File: config.mk
export PLATFORM = sky130hd
export DESIGN_NAME = dfc_copy_engine
export DESIGN_NICKNAME = d
export VERILOG_FILES = /design/src/rtl/dfc_pkg.sv /design/src/rtl/dfc_desc_decode.sv /design/src/rtl/dfc_align_chk.sv /design/src/rtl/dfc_copy_engine.sv
export SDC_FILE = /design/constraint.sdc
export NUM_CORES = 1
export LEC_CHECK = 0
export ABC_AREA = 0
export BUFFER_PORTS_ARGS = -buffer_cell sky130_fd_sc_hd__buf_2
export CAP_MARGIN = 20
export CORE_AREA = 5 5 205 207
export CTS_CLUSTER_SIZE = 8
export DETAILED_ROUTE_END_ITERATION = 7
export DIE_AREA = 0 0 210 212
export HOLD_SLACK_MARGIN = 0.02
export MAX_ROUTING_LAYER = met4
export PLACE_DENSITY_LB_ADDON = 0.1
export SYNTH_ARGS = -nofsm -noshare
export SYNTH_HDL_FRONTEND = slang
export SYNTH_SLANG_ARGS = --single-unit
File: constraint.sdc
create_clock -name clk -period 5.6 [get_ports clk]
set_input_delay 0.56 -clock clk [delete_from_list [all_inputs] [get_ports clk]]
set_output_delay 0.56 -clock clk [all_outputs]
set_load 0.005 [all_outputs]
File: src/rtl/dfc_pkg.sv
package dfc_pkg;

    localparam int ADDR_W     = 32;
    localparam int BEAT_BYTES = 16;
    localparam int BEAT_W     = BEAT_BYTES * 8;
    localparam int DESC_BEATS = 3;
    localparam int BLOB_W     = DESC_BEATS * BEAT_W;
    localparam int BEAT_IW    = $clog2(DESC_BEATS);
    localparam int SIZE_W     = 3;
    localparam int MAX_SIZE   = 4;
    localparam int CNT_W      = 16;

    localparam int ERR_W      = 4;
    localparam int ERR_UWR    = 0;
    localparam int ERR_URD    = 1;
    localparam int ERR_DESC   = 2;
    localparam int ERR_DATA   = 3;

    typedef enum logic [2:0] {
        S_IDLE,
        S_FETCH,
        S_LOAD,
        S_RD,
        S_WR,
        S_FIN
    } dfc_state_e;

    typedef struct packed {
        logic [CNT_W-1:0]  cnt;
        logic [ADDR_W-1:0] smod;
        logic [ADDR_W-1:0] saddr;
        logic [ADDR_W-1:0] dmod;
        logic [ADDR_W-1:0] daddr;
        logic [SIZE_W-1:0] size;
    } dfc_job_t;

endpackage

File: src/rtl/dfc_desc_decode.sv
module dfc_desc_decode
    import dfc_pkg::*;
(
    input  logic [BLOB_W-1:0] blob,
    output dfc_job_t          job
);
    localparam int OFS_CNT   = 0;
    localparam int OFS_SSTEP = 4;
    localparam int OFS_SADDR = 12;
    localparam int OFS_SACC  = 20;
    localparam int OFS_DSTEP = 36;
    localparam int OFS_DADDR = 44;
    localparam int SIZE_LSB  = 3;

    logic [15:0]       acc_word;
    logic [SIZE_W-1:0] raw_size;

    always_comb begin
        acc_word  = blob[8*OFS_SACC +: 16];
        raw_size  = acc_word[SIZE_LSB +: SIZE_W];
        job.cnt   = blob[8*OFS_CNT +: CNT_W];
        job.smod  = blob[8*OFS_SSTEP +: ADDR_W];
        job.saddr = blob[8*OFS_SADDR +: ADDR_W];
        job.dmod  = blob[8*OFS_DSTEP +: ADDR_W];
        job.daddr = blob[8*OFS_DADDR +: ADDR_W];
        job.size  = (raw_size > SIZE_W'(MAX_SIZE)) ? SIZE_W'(MAX_SIZE) : raw_size;
    end
endmodule

File: src/rtl/dfc_align_chk.sv
module dfc_align_chk
    import dfc_pkg::*;
(
    input  logic [3:0]        src_lo,
    input  logic [3:0]        dst_lo,
    input  logic [SIZE_W-1:0] size,
    output logic              src_bad,
    output logic              dst_bad
);
    logic [4:0] span;
    logic [3:0] lo_mask;

    always_comb begin
        span    = 5'd1 << size;
        lo_mask = 4'(span - 5'd1);
        src_bad = |(src_lo & lo_mask);
        dst_bad = |(dst_lo & lo_mask);
    end
endmodule

File: src/rtl/dfc_copy_engine.sv
module dfc_copy_engine
    import dfc_pkg::*;
#(
    parameter int PAGE_W = 12
) (
    input  logic                 clk,
    input  logic                 rst_n,
    input  logic                 start,
    input  logic [ADDR_W-1:0]    start_addr,
    input  logic                 start_full,
    input  logic [PAGE_W-1:0]    desc_page,
    output logic                 mem_req,
    output logic                 mem_we,
    output logic [ADDR_W-1:0]    mem_addr,
    output logic [SIZE_W-1:0]    mem_size,
    output logic [BEAT_W-1:0]    mem_wdata,
    input  logic                 mem_ack,
    input  logic [BEAT_W-1:0]    mem_rdata,
    input  logic                 mem_err,
    output logic                 busy,
    output logic                 done,
    output logic [ERR_W-1:0]     err_flags
);
    localparam int OFF_W = ADDR_W - PAGE_W;

    typedef struct packed {
        dfc_state_e          st;
        logic [BEAT_IW-1:0]  beat;
        logic [BLOB_W-1:0]   blob;
        logic [ADDR_W-1:0]   base;
        dfc_job_t            job;
        logic [BEAT_W-1:0]   data;
        logic [ERR_W-1:0]    err;
    } regs_t;

    regs_t    q, n;
    dfc_job_t dec_job;
    logic     src_bad, dst_bad;

    dfc_desc_decode u_dec (
        .blob (q.blob),
        .job  (dec_job)
    );

    dfc_align_chk u_align (
        .src_lo  (q.job.saddr[3:0]),
        .dst_lo  (q.job.daddr[3:0]),
        .size    (q.job.size),
        .src_bad (src_bad),
        .dst_bad (dst_bad)
    );

    always_comb begin
        n         = q;
        mem_req   = 1'b0;
        mem_we    = 1'b0;
        mem_addr  = '0;
        mem_size  = '0;
        mem_wdata = '0;
        unique case (q.st)
            S_IDLE: begin
                if (start) begin
                    n.st   = S_FETCH;
                    n.beat = '0;
                    n.err  = '0;
                    n.base = start_full ? {start_addr[ADDR_W-1:4], 4'h0}
                                        : {desc_page, start_addr[OFF_W-1:4], 4'h0};
                end
            end
            S_FETCH: begin
                mem_req  = 1'b1;
                mem_addr = q.base + (ADDR_W'(q.beat) << 4);
                mem_size = SIZE_W'(MAX_SIZE);
                if (mem_ack) begin
                    if (mem_err) begin
                        n.err[ERR_DESC] = 1'b1;
                        n.st            = S_FIN;
                    end else begin
                        n.blob[q.beat*BEAT_W +: BEAT_W] = mem_rdata;
                        if (q.beat == BEAT_IW'(DESC_BEATS-1)) begin
                            n.st = S_LOAD;
                        end else begin
                            n.beat = q.beat + 1'b1;
                        end
                    end
                end
            end
            S_LOAD: begin
                n.job = dec_job;
                n.st  = S_RD;
            end
            S_RD: begin
                if (src_bad || dst_bad) begin
                    n.err[ERR_URD] = src_bad;
                    n.err[ERR_UWR] = dst_bad;
                    n.st           = S_FIN;
                end else begin
                    mem_req  = 1'b1;
                    mem_addr = q.job.saddr;
                    mem_size = q.job.size;
                    if (mem_ack) begin
                        if (mem_err) begin
                            n.err[ERR_DATA] = 1'b1;
                            n.st            = S_FIN;
                        end else begin
                            n.data = mem_rdata;
                            n.st   = S_WR;
                        end
                    end
                end
            end
            S_WR: begin
                mem_req   = 1'b1;
                mem_we    = 1'b1;
                mem_addr  = q.job.daddr;
                mem_size  = q.job.size;
                mem_wdata = q.data;
                if (mem_ack) begin
                    if (mem_err) begin
                        n.err[ERR_DATA] = 1'b1;
                        n.st            = S_FIN;
                    end else begin
                        n.job.saddr = q.job.saddr + q.job.smod;
                        n.job.daddr = q.job.daddr + q.job.dmod;
                        if (q.job.cnt == '0) begin
                            n.st = S_FIN;
                        end else begin
                            n.job.cnt = q.job.cnt - 1'b1;
                            n.st      = S_RD;
                        end
                    end
                end
            end
            S_FIN: begin
                n.st = S_IDLE;
            end
            default: begin
                n.st = S_IDLE;
            end
        endcase
    end

    always_ff @(posedge clk or negedge rst_n) begin
        if (!rst_n) begin
            q    <= '0;
            q.st <= S_IDLE;
        end else begin
            q <= n;
        end
    end

    assign busy      = (q.st != S_IDLE);
    assign done      = (q.st == S_FIN);
    assign err_flags = q.err;

endmodule

; ---- Yosys cells after proc, flatten, opt, wreduce, memory -nomap -nowiden
; Index checks and enable logic that the tools add are counted.
[op_classes]
n_addsub = 7
magnitude_cmp = 1
n_eq_ne = 19
n_shift = 3
n_mux = 46
n_bitwise = 4
reduce_logical = 21
[op_table]
columns = operator, n
row1 = 389-bit 2-to-1 mux, 1
row2 = 386-bit 2-to-1 mux, 1
row3 = 384-bit bitwise mux, 1
row4 = "128-bit by 34-bit variable shift with 384-bit output, first input constant", 1
row5 = 128-bit by 34-bit indexed part select with 384-bit output, 1
row6 = 32-bit 2-to-1 mux, 6
row7 = 128-bit 2-to-1 mux, 1
row8 = 32-bit case mux with 2 select lines, 2
row9 = 32-bit case mux with 3 select lines, 1
row10 = 32-bit adder, 2
row11 = 16-bit 2-to-1 mux, 3
row12 = 9-bit negation with 34-bit output, 1
row13 = 32-bit by 6-bit adder with 32-bit output, 1
row14 = 16-bit case mux with 2 select lines, 1
row15 = 3-bit 2-to-1 mux, 9
row16 = "2-bit != test, second input constant", 11
row17 = 16-bit logical NOT, 1
row18 = "16-bit by 1-bit subtractor with 16-bit output, second input constant", 1
row19 = 3-bit case mux with 5 select lines, 1
row20 = 5-bit AND reduction, 3
row21 = 4-bit AND reduction, 3
row22 = 1-bit 2-to-1 mux, 9
row23 = 3-bit case mux with 3 select lines, 1
row24 = 3-bit AND reduction, 3
row25 = other kinds (24), 36
[word_totals]
ff_bits = 700
input_bits = 178
output_inout_bits = 171
word_cells = 115

; ---- Logic depth before layout (Yosys ltp)
; Gate-level depths: netlist of the first run.
[depth]
word_depth = 7
ltp_mapped = 12
ltp_nobuf = 12

; ---- Hierarchy
; From an unflattened synthesis of the first run, not the netlist that was laid out.
[unflattened]
cells_unflattened = 3666
area_unflattened_um2 = 33616.0
[modules_own_cells]
columns = module, instances, cells_per_inst, area_each_um2, seq_area_each_um2
row1 = dfc_copy_engine, 1, 3506, 32429.9, 17416.7
row2 = dfc_desc_decode, 1, 147, 1097.3, 0.0
row3 = dfc_align_chk, 1, 13, 88.8, 0.0

; ---- Worst setup path after synthesis of the first run
; No wires, ideal clock.
[synth_path]
path_type = reg2out
start = reg q[134] in the netlist's numbering
end = out mem_addr[4]
arrival_ns = 2.451
required_time_ns = 5.040
slack_ns = 2.589
path_stages_with_launch = 10
path_cell_list = dfrtp_1 > or3_1 > ha_1 > xnor2_1 > a221oi_1 > and3_1 > buf_2 > buf_1 > a222oi_1 > inv_1
[synth_via]
elab_chain_cells = 7
word_cells_on_any_way = 9
[synth_rtl]
columns = element, line
row1 = "start, declared", dfc_copy_engine.sv:36  ; regs_t q, n;
row2 = "start signal, assigned", dfc_copy_engine.sv:148  ; q <= n;
row3 = 1-bit by 3-bit left shift with 4-bit output *, dfc_align_chk.sv:14  ; span = 5'd1 << size;
row4 = 4-bit by 1-bit subtractor with 4-bit output *, dfc_align_chk.sv:15  ; lo_mask = 4'(span - 5'd1);
row5 = "4-bit AND, on equally long branches", "dfc_align_chk.sv:16, dfc_align_chk.sv:17"
row6 = "4-bit OR reduction, on equally long branches", "dfc_align_chk.sv:16, dfc_align_chk.sv:17"
row7 = 1-bit logical OR *, dfc_copy_engine.sv:93  ; if (src_bad || dst_bad) begin
row8 = 32-bit 2-to-1 mux *, dfc_copy_engine.sv:93
row9 = 32-bit case mux with 3 select lines *, dfc_copy_engine.sv:60  ; unique case (q.st)
row10 = "end, declared", dfc_copy_engine.sv:14  ; output logic [ADDR_W-1:0] mem_addr,
; Every way passes the cells marked *; elsewhere a longest branch is shown, timed or not.

; ---- Final worst setup path of the first run
[layout_path]
start = reg q[134] in the netlist's numbering
end = out mem_addr[20]
; The elaborated chain is that of the path after synthesis.

==> results of run 1 <==
-- path summary, 6_finish.rpt --
check	from	endpoint	slack [ns]	depth (start not counted)
hold reg to reg	flop	q[262]$_DFFE_PN0P_	0.46	2
setup / recovery	q[134]$_DFFE_PN0P_	mem_addr[20]	0.85	9
hold / removal	start_addr[11]	q[290]$_DFFE_PN0P_	0.20	2
max in group asynchronous	rst_n	asynchronous set/reset pin	3.69	3
min in group asynchronous	rst_n	q[300]$_DFFE_PN0P_	0.57	2
setup reg to reg	q[134]$_DFFE_PN0P_	q[70]$_DFFE_PN0P_	1.49	8
-- what timing repair did --
item | 4_1_cts | 5_1_grt
hold buffers | 1 | 0
resized for setup | 0 | 0
endpoints found under the hold margin | 66 | 0
endpoints found under the setup margin | 0 | 0
-- synthesized netlist by cell type, drive strengths merged (4+ instances only) --
cell / n
nor2: 133
nand2: 608
nor2b: 17
a221o: 11
a22o: 4
o211ai: 7
inv: 27
a21oi: 140
xor2: 40
nor3: 36
nand2b: 15
o21bai: 4
a22oi: 20
or3: 13
a21o: 26
o22ai: 16
dfrtp: 459
and2: 10
a221oi: 5
o21ai: 259
clkbuf: 157
nor3b: 5
mux2i: 15
ha: 71
and4: 5
and3: 150
mux2: 146
o21a: 10
a211oi: 14
xnor2: 33
a311oi: 4
nand3: 32
a31oi: 20
nand4: 8
buf: 15
-- area by class of cell --
| cell class | instances | share of cell area (%) |
|---|---|---|
| clock inverters | 8 | 0.5099 |
| diodes | 1 | 0.009106 |
| well taps | 532 | 2.422 |
| flip-flops and latches | 459 | 41.81 |
| clock buffers | 69 | 6.128 |
| repair buffers | 370 | 7.203 |
| multi-input cells | 1920 | 41.55 |
| inverters | 27 | 0.3688 |
-- critical path, stage by stage, from the launching register on --
cell and delay, ns:
dfrtp_1 0.44, or3_1 0.45, ha_1 0.24, xnor2_1 0.15, a221oi_1 0.70, and3_1 0.66
buf_4 0.45, a22oi_1 0.14, o21ai_0 0.19, buf_2 0.18
-- metal layers --
metal / up-vias / GRT usage [%] / wire, microns
met3: 173 / 4.058 / 3472
li1: 9414 / - / -
met1: 9796 / 39.16 / 27650
met4: 0 / 15.55 / 3570
met2: 664 / 50.49 / 33640
met5: - / - / 0
-- logic make-up (layout without fill, tap and decap cells) --
logic type	count (synthesis)	count (layout)
AO/OA/AOI/OAI	568	568
adder cells (fa/ha/maj)	74	74
flip-flops	459	459
multiplexers	161	161
AND/OR/NAND/NOR	1044	1044
other	0	1
buffers and inverters	199	474
XOR/XNOR	73	73
-- stage by stage --
step,setup slack (ns),total power [mW],utilization [%],cells,hold slack [ns]
after floorplan,2.589,8.443,-,2578,0.2644
after global placement,1.593,9.942,63.80,3306,0.4473
after detailed placement,1.461,10.15,63.80,3306,0.4515
after CTS,0.8422,13.85,68.36,3384,0.1762
after global routing,0.6909,14.69,68.39,3386,0.1989
final,0.8470,13.80,68.39,3386,0.2013
-- power by group through the flow --
stage | sequential, mW | clock (mW) | combinational, mW
global placement | 5.43 | 0 | 4.52
global route | 5.58 | 3.85 | 5.26
detailed placement | 5.48 | 0 | 4.67
CTS | 5.44 | 3.70 | 4.71
floorplan | 5.07 | 0 | 3.37
finish | 5.45 | 3.63 | 4.71
==> results.py, run 1 <==
metrics = {
    "sta": {
        "clock-skew-final_ns": 0.02311,
        "timing_hold_violations_final": 0,
        "fmax_mhz": 210.4,
        "fin_crit_sh_pct": 84.87,
        "relSlewSlack_pct": 31.25,
        "finalSetupViolations": 0,
        "setup_tns_ns": 0,
        "min_period_ns": 4.753,
        "rsz0062_at_grt": "false",
        "drv_slew": 0,
        "worst_pin_slew_ns": 1.031,
    },
    "yosys": {
        "synth_top_family_by_area": "simple AND/OR/NAND/NOR gates",
        "synth_fa_ha_area_share_pct": 4.018,
        "syn-num-nets": 2830,
        "synth-async-reset-ratio_pct": 100.0,
        "synth-xor-area-share_pct": 2.709,
        "synth_compound_area_share_pct": 14.15,
        "synth_top_area_share_pct": 48.66,
        "ys_seq_area_share_pct": 48.66,
        "yosys-top-cells-area": "dfrtp_1 49%, nand2_1 9.7%, mux2_2 7.0%",
        "synth_edf_count": 0,
        "yosys_warnings": 0,
        "synth_seq_cells": 459,
        "synth-simple-area-share_pct": 19.61,
        "synth_mux_area_share_pct": 7.602,
        "syn_area_sq_um": 23600,
        "yosysUniqueCellTypes": 67,
        "synth_cells": 2578,
        "yosys.area.top_type": "dfrtp_1",
        "yosys_most_used_dff": "dfrtp_1",
        "syn_avg_cell_area_sq_um": 9.155,
    },
    "place": {
        "port_buffers": 344,
        "dpl_cell_area_sq_um": 25640,
        "place_hpwl_microns": 46810,
        "place.gp.congestion": 0.9421,
    },
    "power": {
        "switching_power_mw": 5.178,
        "ir_drop_v": 0.0003635,
        "p_sw_share_pct": 37.53,
        "powerDensity_nw_per_um2": 502.1,
        "cellInternalPower_mw": 8.620,
        "clkPwrFrac_pct": 26.3,
        "comb_power_share_pct": 34.2,
        "pwr-share-seq_pct": 39.5,
        "p_leak_nw": 13.97,
    },
    "floorplanning": {
        "dieHeight_microns": 212,
        "core_area_sq_um": 40180,
        "num_rows": 74,
        "ios": 349,
        "initial_core_util_pct": 58.74,
        "die_w_microns": 210,
        "die_area_sq_um": 44520,
    },
    "global_routing": {
        "grt_max_degree": 154,
        "grt_pass1_vias": 19980,
        "grt.total_usage_pct": 31.20,
        "grt_pass1_wl_microns": 107600,
        "antenna_found_initial": 2,
        "grt_remaining_overflow": 0,
    },
    "critical_path": {
        "crit_type": "flop to output port",
        "crit_required_ns": 5.04,
        "cp-start-kind": "flop",
        "endpoint_kind": "output port",
        "crit_arrival_ns": 4.19,
        "cp_max_fo": 23,
    },
    "routing": {
        "vias": 20050,
        "drt_iter0_drc": 1447,
        "ant_nets": 0,
        "drt-wirelength-per-cell_microns": 20.18,
        "wl_microns": 68330,
        "drtPass1Iterations": 5,
        "via_per_inst": 5.921,
        "drc": 0,
    },
    "finish": {
        "layout.area.seq_sq_um": 11490,
        "num-nets-final": 3097,
        "final_common_cell": "nand2_1",
        "fillers": 3258,
        "multiInputGateArea_sq_um": 11420,
        "design_area_sq_um": 27480,
        "drive_gt1_share_pct": 21.63,
        "layout_common_cells": "604 x nand2_1, 458 x dfrtp_1, 343 x buf_2",
        "area_growth_pct": 16.43,
    },
    "clock_tree": {
        "clockBufferDepth": 3,
        "clock_latency_ns": 0.59,
        "clock_sinks": 459,
        "cts_max_level": 3,
        "cts_made_buffers": 67,
        "cts.clk_slew.worst_paths_ns": 0.05,
        "post_cts_buffers": 0,
        "tritoncts": "done",
        "cts_root_buffer": "clkbuf_16",
    },
    "hold_path": {
        "min_path_type": "primary input to flop",
    },
    "job": {
        "maxCapViolCount": 0,
    },
    "outcome": {
        "outcome": "completed",
    },
}
No activity file was read; power rests on OpenSTA's default activity.
==> run 2: changes to the inputs <==
--- a/config.mk
+++ b/config.mk
@@ -5,13 +5,13 @@
 export SDC_FILE = /design/constraint.sdc
 export NUM_CORES = 1
 export LEC_CHECK = 0
-export ABC_AREA = 0
+export ABC_AREA = 1
 export BUFFER_PORTS_ARGS = -buffer_cell sky130_fd_sc_hd__buf_2
 export CAP_MARGIN = 20
-export CORE_AREA = 5 5 205 207
+export CORE_AREA = 5 5 217 219
 export CTS_CLUSTER_SIZE = 8
 export DETAILED_ROUTE_END_ITERATION = 7
-export DIE_AREA = 0 0 210 212
+export DIE_AREA = 0 0 222 224
 export HOLD_SLACK_MARGIN = 0.02
 export MAX_ROUTING_LAYER = met4
 export PLACE_DENSITY_LB_ADDON = 0.1
==> constraint.sdc (replaced) <==
create_clock -name clk -period 4.5 [get_ports clk]
set_input_delay 0.45 -clock clk [delete_from_list [all_inputs] [get_ports clk]]
set_output_delay 0.45 -clock clk [all_outputs]
set_load 0.005 [all_outputs]
==> results.py, run 2 <==
metrics = {
    "critical_path": {
        "cp-start-kind": "flop",
        "crit_required_ns": 4.05,
        "r2r-start": "q[134]$_DFFE_PN0P_",
        "endpoint_kind": "output port",
        "startpoint": "q[695]$_DFFE_PN0P_",
        "cp_max_fo": 6,
        "crit_type": "flop to output port",
        "crit_arrival_ns": 3.14,
    },
    "sta": {
        "rsz0062_at_grt": "false",
        "clock-skew-final_ns": 0.01650,
        "worst_pin_slew_ns": 1.014,
        "fmax_mhz": 278.9,
        "setup_tns_ns": 0,
        "drv_slew": 0,
        "relSlewSlack_pct": 32.40,
        "fin_crit_sh_pct": 79.67,
        "timing_hold_violations_final": 0,
        "min_period_ns": 3.585,
        "holdWs_ns": 0.04492,
        "finalSetupViolations": 0,
    },
    "hold_path": {
        "min_path_type": "primary input to flop",
        "worstHoldStart": "start_addr[19]",
    },
    "yosys": {
        "ys_seq_area_share_pct": 44.07,
        "synthTopCellsByCount": "880 x nand2_1, 609 x inv_1, 459 x dfrtp_1",
        "syn-num-nets": 3880,
        "yosysUniqueCellTypes": 44,
        "yosys_most_used_dff": "dfrtp_1",
        "synth_top_area_share_pct": 44.07,
        "yosys-top-cells-area": "dfrtp_1 44%, nand2_1 13%, inv_1 8.8%",
        "synth-async-reset-ratio_pct": 100.0,
        "yosys.area.top_type": "dfrtp_1",
        "yosysMostFrequentCell": "nand2_1",
        "yosys_warnings": 0,
        "synth_cells": 3628,
        "syn_avg_cell_area_sq_um": 7.183,
        "synth_edf_count": 0,
        "synth_seq_cells": 459,
        "syn_area_sq_um": 26060,
    },
    "clock_tree": {
        "cts_made_buffers": 67,
        "tritoncts": "done",
        "cts_resized": 0,
        "clockBufferDepth": 3,
        "cts_max_level": 3,
        "clock_latency_ns": 0.61,
        "cts.clk_slew.worst_paths_ns": 0.05,
        "cts_root_buffer": "clkbuf_16",
        "clock_sinks": 459,
    },
    "place": {
        "place.gp.congestion": 1.003,
        "dp_cells": 4446,
        "place_hpwl_microns": 61390,
        "port_buffers": 344,
    },
    "finish": {
        "finish.utilization_pct": 66.51,
        "final_common_cell": "nand2_1",
        "fillers": 4103,
        "multiInputGateArea_sq_um": 11390,
        "num-nets-final": 4168,
        "fin_cells": 4525,
        "layout.area.seq_sq_um": 11490,
        "area_growth_pct": 14.57,
        "antennaDiodeCount": 0,
        "layout_common_cells": "880 x nand2_1, 609 x inv_1, 459 x dfrtp_1",
        "drive_gt1_share_pct": 12.59,
    },
    "global_routing": {
        "grt_max_degree": 121,
        "grt_pass1_wl_microns": 129600,
        "antenna_found_initial": 1,
        "grt.total_usage_pct": 33.81,
        "grt_pass1_vias": 23420,
        "grt_remaining_overflow": 0,
    },
    "routing": {
        "drc": 0,
        "drt_iter0_drc": 2524,
        "ant_nets": 0,
        "drt-wirelength-per-cell_microns": 18.28,
        "vias": 24550,
        "drtPass1Iterations": 5,
        "via_per_inst": 5.426,
        "wl_microns": 82720,
    },
    "floorplanning": {
        "initial_core_util_pct": 58.05,
        "core_area_sq_um": 44890,
        "num_rows": 78,
        "die_w_microns": 222,
        "dieHeight_microns": 224,
        "die_area_sq_um": 49730,
        "ios": 349,
    },
    "job": {
        "maxCapViolCount": 0,
    },
    "power": {
        "powerDensity_nw_per_um2": 756.8,
        "ir_drop_v": 0.0004192,
        "p_leak_nw": 16.77,
    },
    "outcome": {
        "outcome": "completed",
    },
}
## run 2: cell types whose count changed in the layout (fill, tap and decap cells not counted), sizes merged, moves of 20 or more
cell | previous run | this run
a21o | 26 | 2
a21oi | 140 | 255
a22oi | 20 | 0
and3 | 150 | 3
inv | 32 | 624
mux2 | 146 | 0
nand2 | 608 | 884
nand3 | 32 | 297
nor2 | 133 | 402
o211ai | 7 | 27
o21ai | 259 | 326
xnor2 | 33 | 4
xor2 | 40 | 19
## run 2: worst max-delay path: stages, from the launching register on
cell and delay [ns]:
dfrtp_1 0.47, ha_1 0.23, fa_1 0.24, nand2_1 0.14, nor2_4 0.17, nand3_1 0.18
nor2_2 0.20, nand2_1 0.11, nor2_1 0.16, nand2_1 0.07, nand2_1 0.07, nand3_1 0.17
nand3_1 0.17, buf_2 0.13
## run 2: layout make-up
cell class	instances	area share [%]
Inverter	620	7.815
Tap cell	600	2.514
Clock buffer	71	5.699
Timing Repair Buffer	377	6.973
Sequential cell	459	38.47
Multi-Input combinational cell	2391	38.15
Clock inverter	7	0.3772
## run 2: through the flow
stage                     setup slack, ns  instance area [sq um]  total power [mW]
after floorplan                     2.155                  26060             14.33
after global placement              1.416                  28030             17.73
after detailed placement            1.407                  28030             17.87
after CTS                          0.9094                  29860             22.50
after global routing               0.6860                  29860             24.47
final                              0.9150                  29860             22.60
## run 2: cells by family (layout without fill, tap and decap cells)
logic type | Yosys count | after routing | synth area share [%]
AOI/OAI and AO/OA | 637 | 637 | 12.91
and+or+nand+nor | 1657 | 1657 | 26.26
adders and majority gates | 74 | 74 | 3.639
buffers and inverters | 778 | 1075 | 12.34
xor gates and xnor gates | 23 | 23 | 0.7729
DFF | 459 | 459 | 44.07
## run 2: what timing repair did
action	4_1_cts	5_1_grt
hold buffers	1	0
endpoints found under the hold margin	98	0
setup buffers	0	0
## run 2: worst paths after layout
check | endpoint | slack (ns) | cells after the start
worst max register to register | q[73]$_DFFE_PN0P_ | 1.32 | 13
max in group asynchronous | q[127]$_DFFE_PN0P_ | 2.93 | 3
worst min-delay path | q[298]$_DFFE_PN0P_ | 0.04 | 3
min in group asynchronous | q[20]$_DFFE_PN0P_ | 0.48 | 2
worst min register to register | q[168]$_DFFE_PN0P_ | 0.48 | 2
worst max-delay path | mem_addr[30] | 0.91 | 13
## run 2: power by group
| group | internal [mW] | switching, mW |
|---|---|---|
| Clock | 2.68 | 1.84 |
| Combinational | 3.55 | 7.40 |
| Sequential | 5.96 | 1.16 |
| Total | 12.2 | 10.4 |
## run 2: metal layers
layer | global-route usage, % | vias to the layer above | wire length, microns
met5 | - | - | 0
met4 | 9.485 | 0 | 2381
met3 | 7.247 | 159 | 7508
met2 | 49.23 | 943 | 35860
met1 | 48.39 | 11480 | 36960
li1 | - | 11970 | -
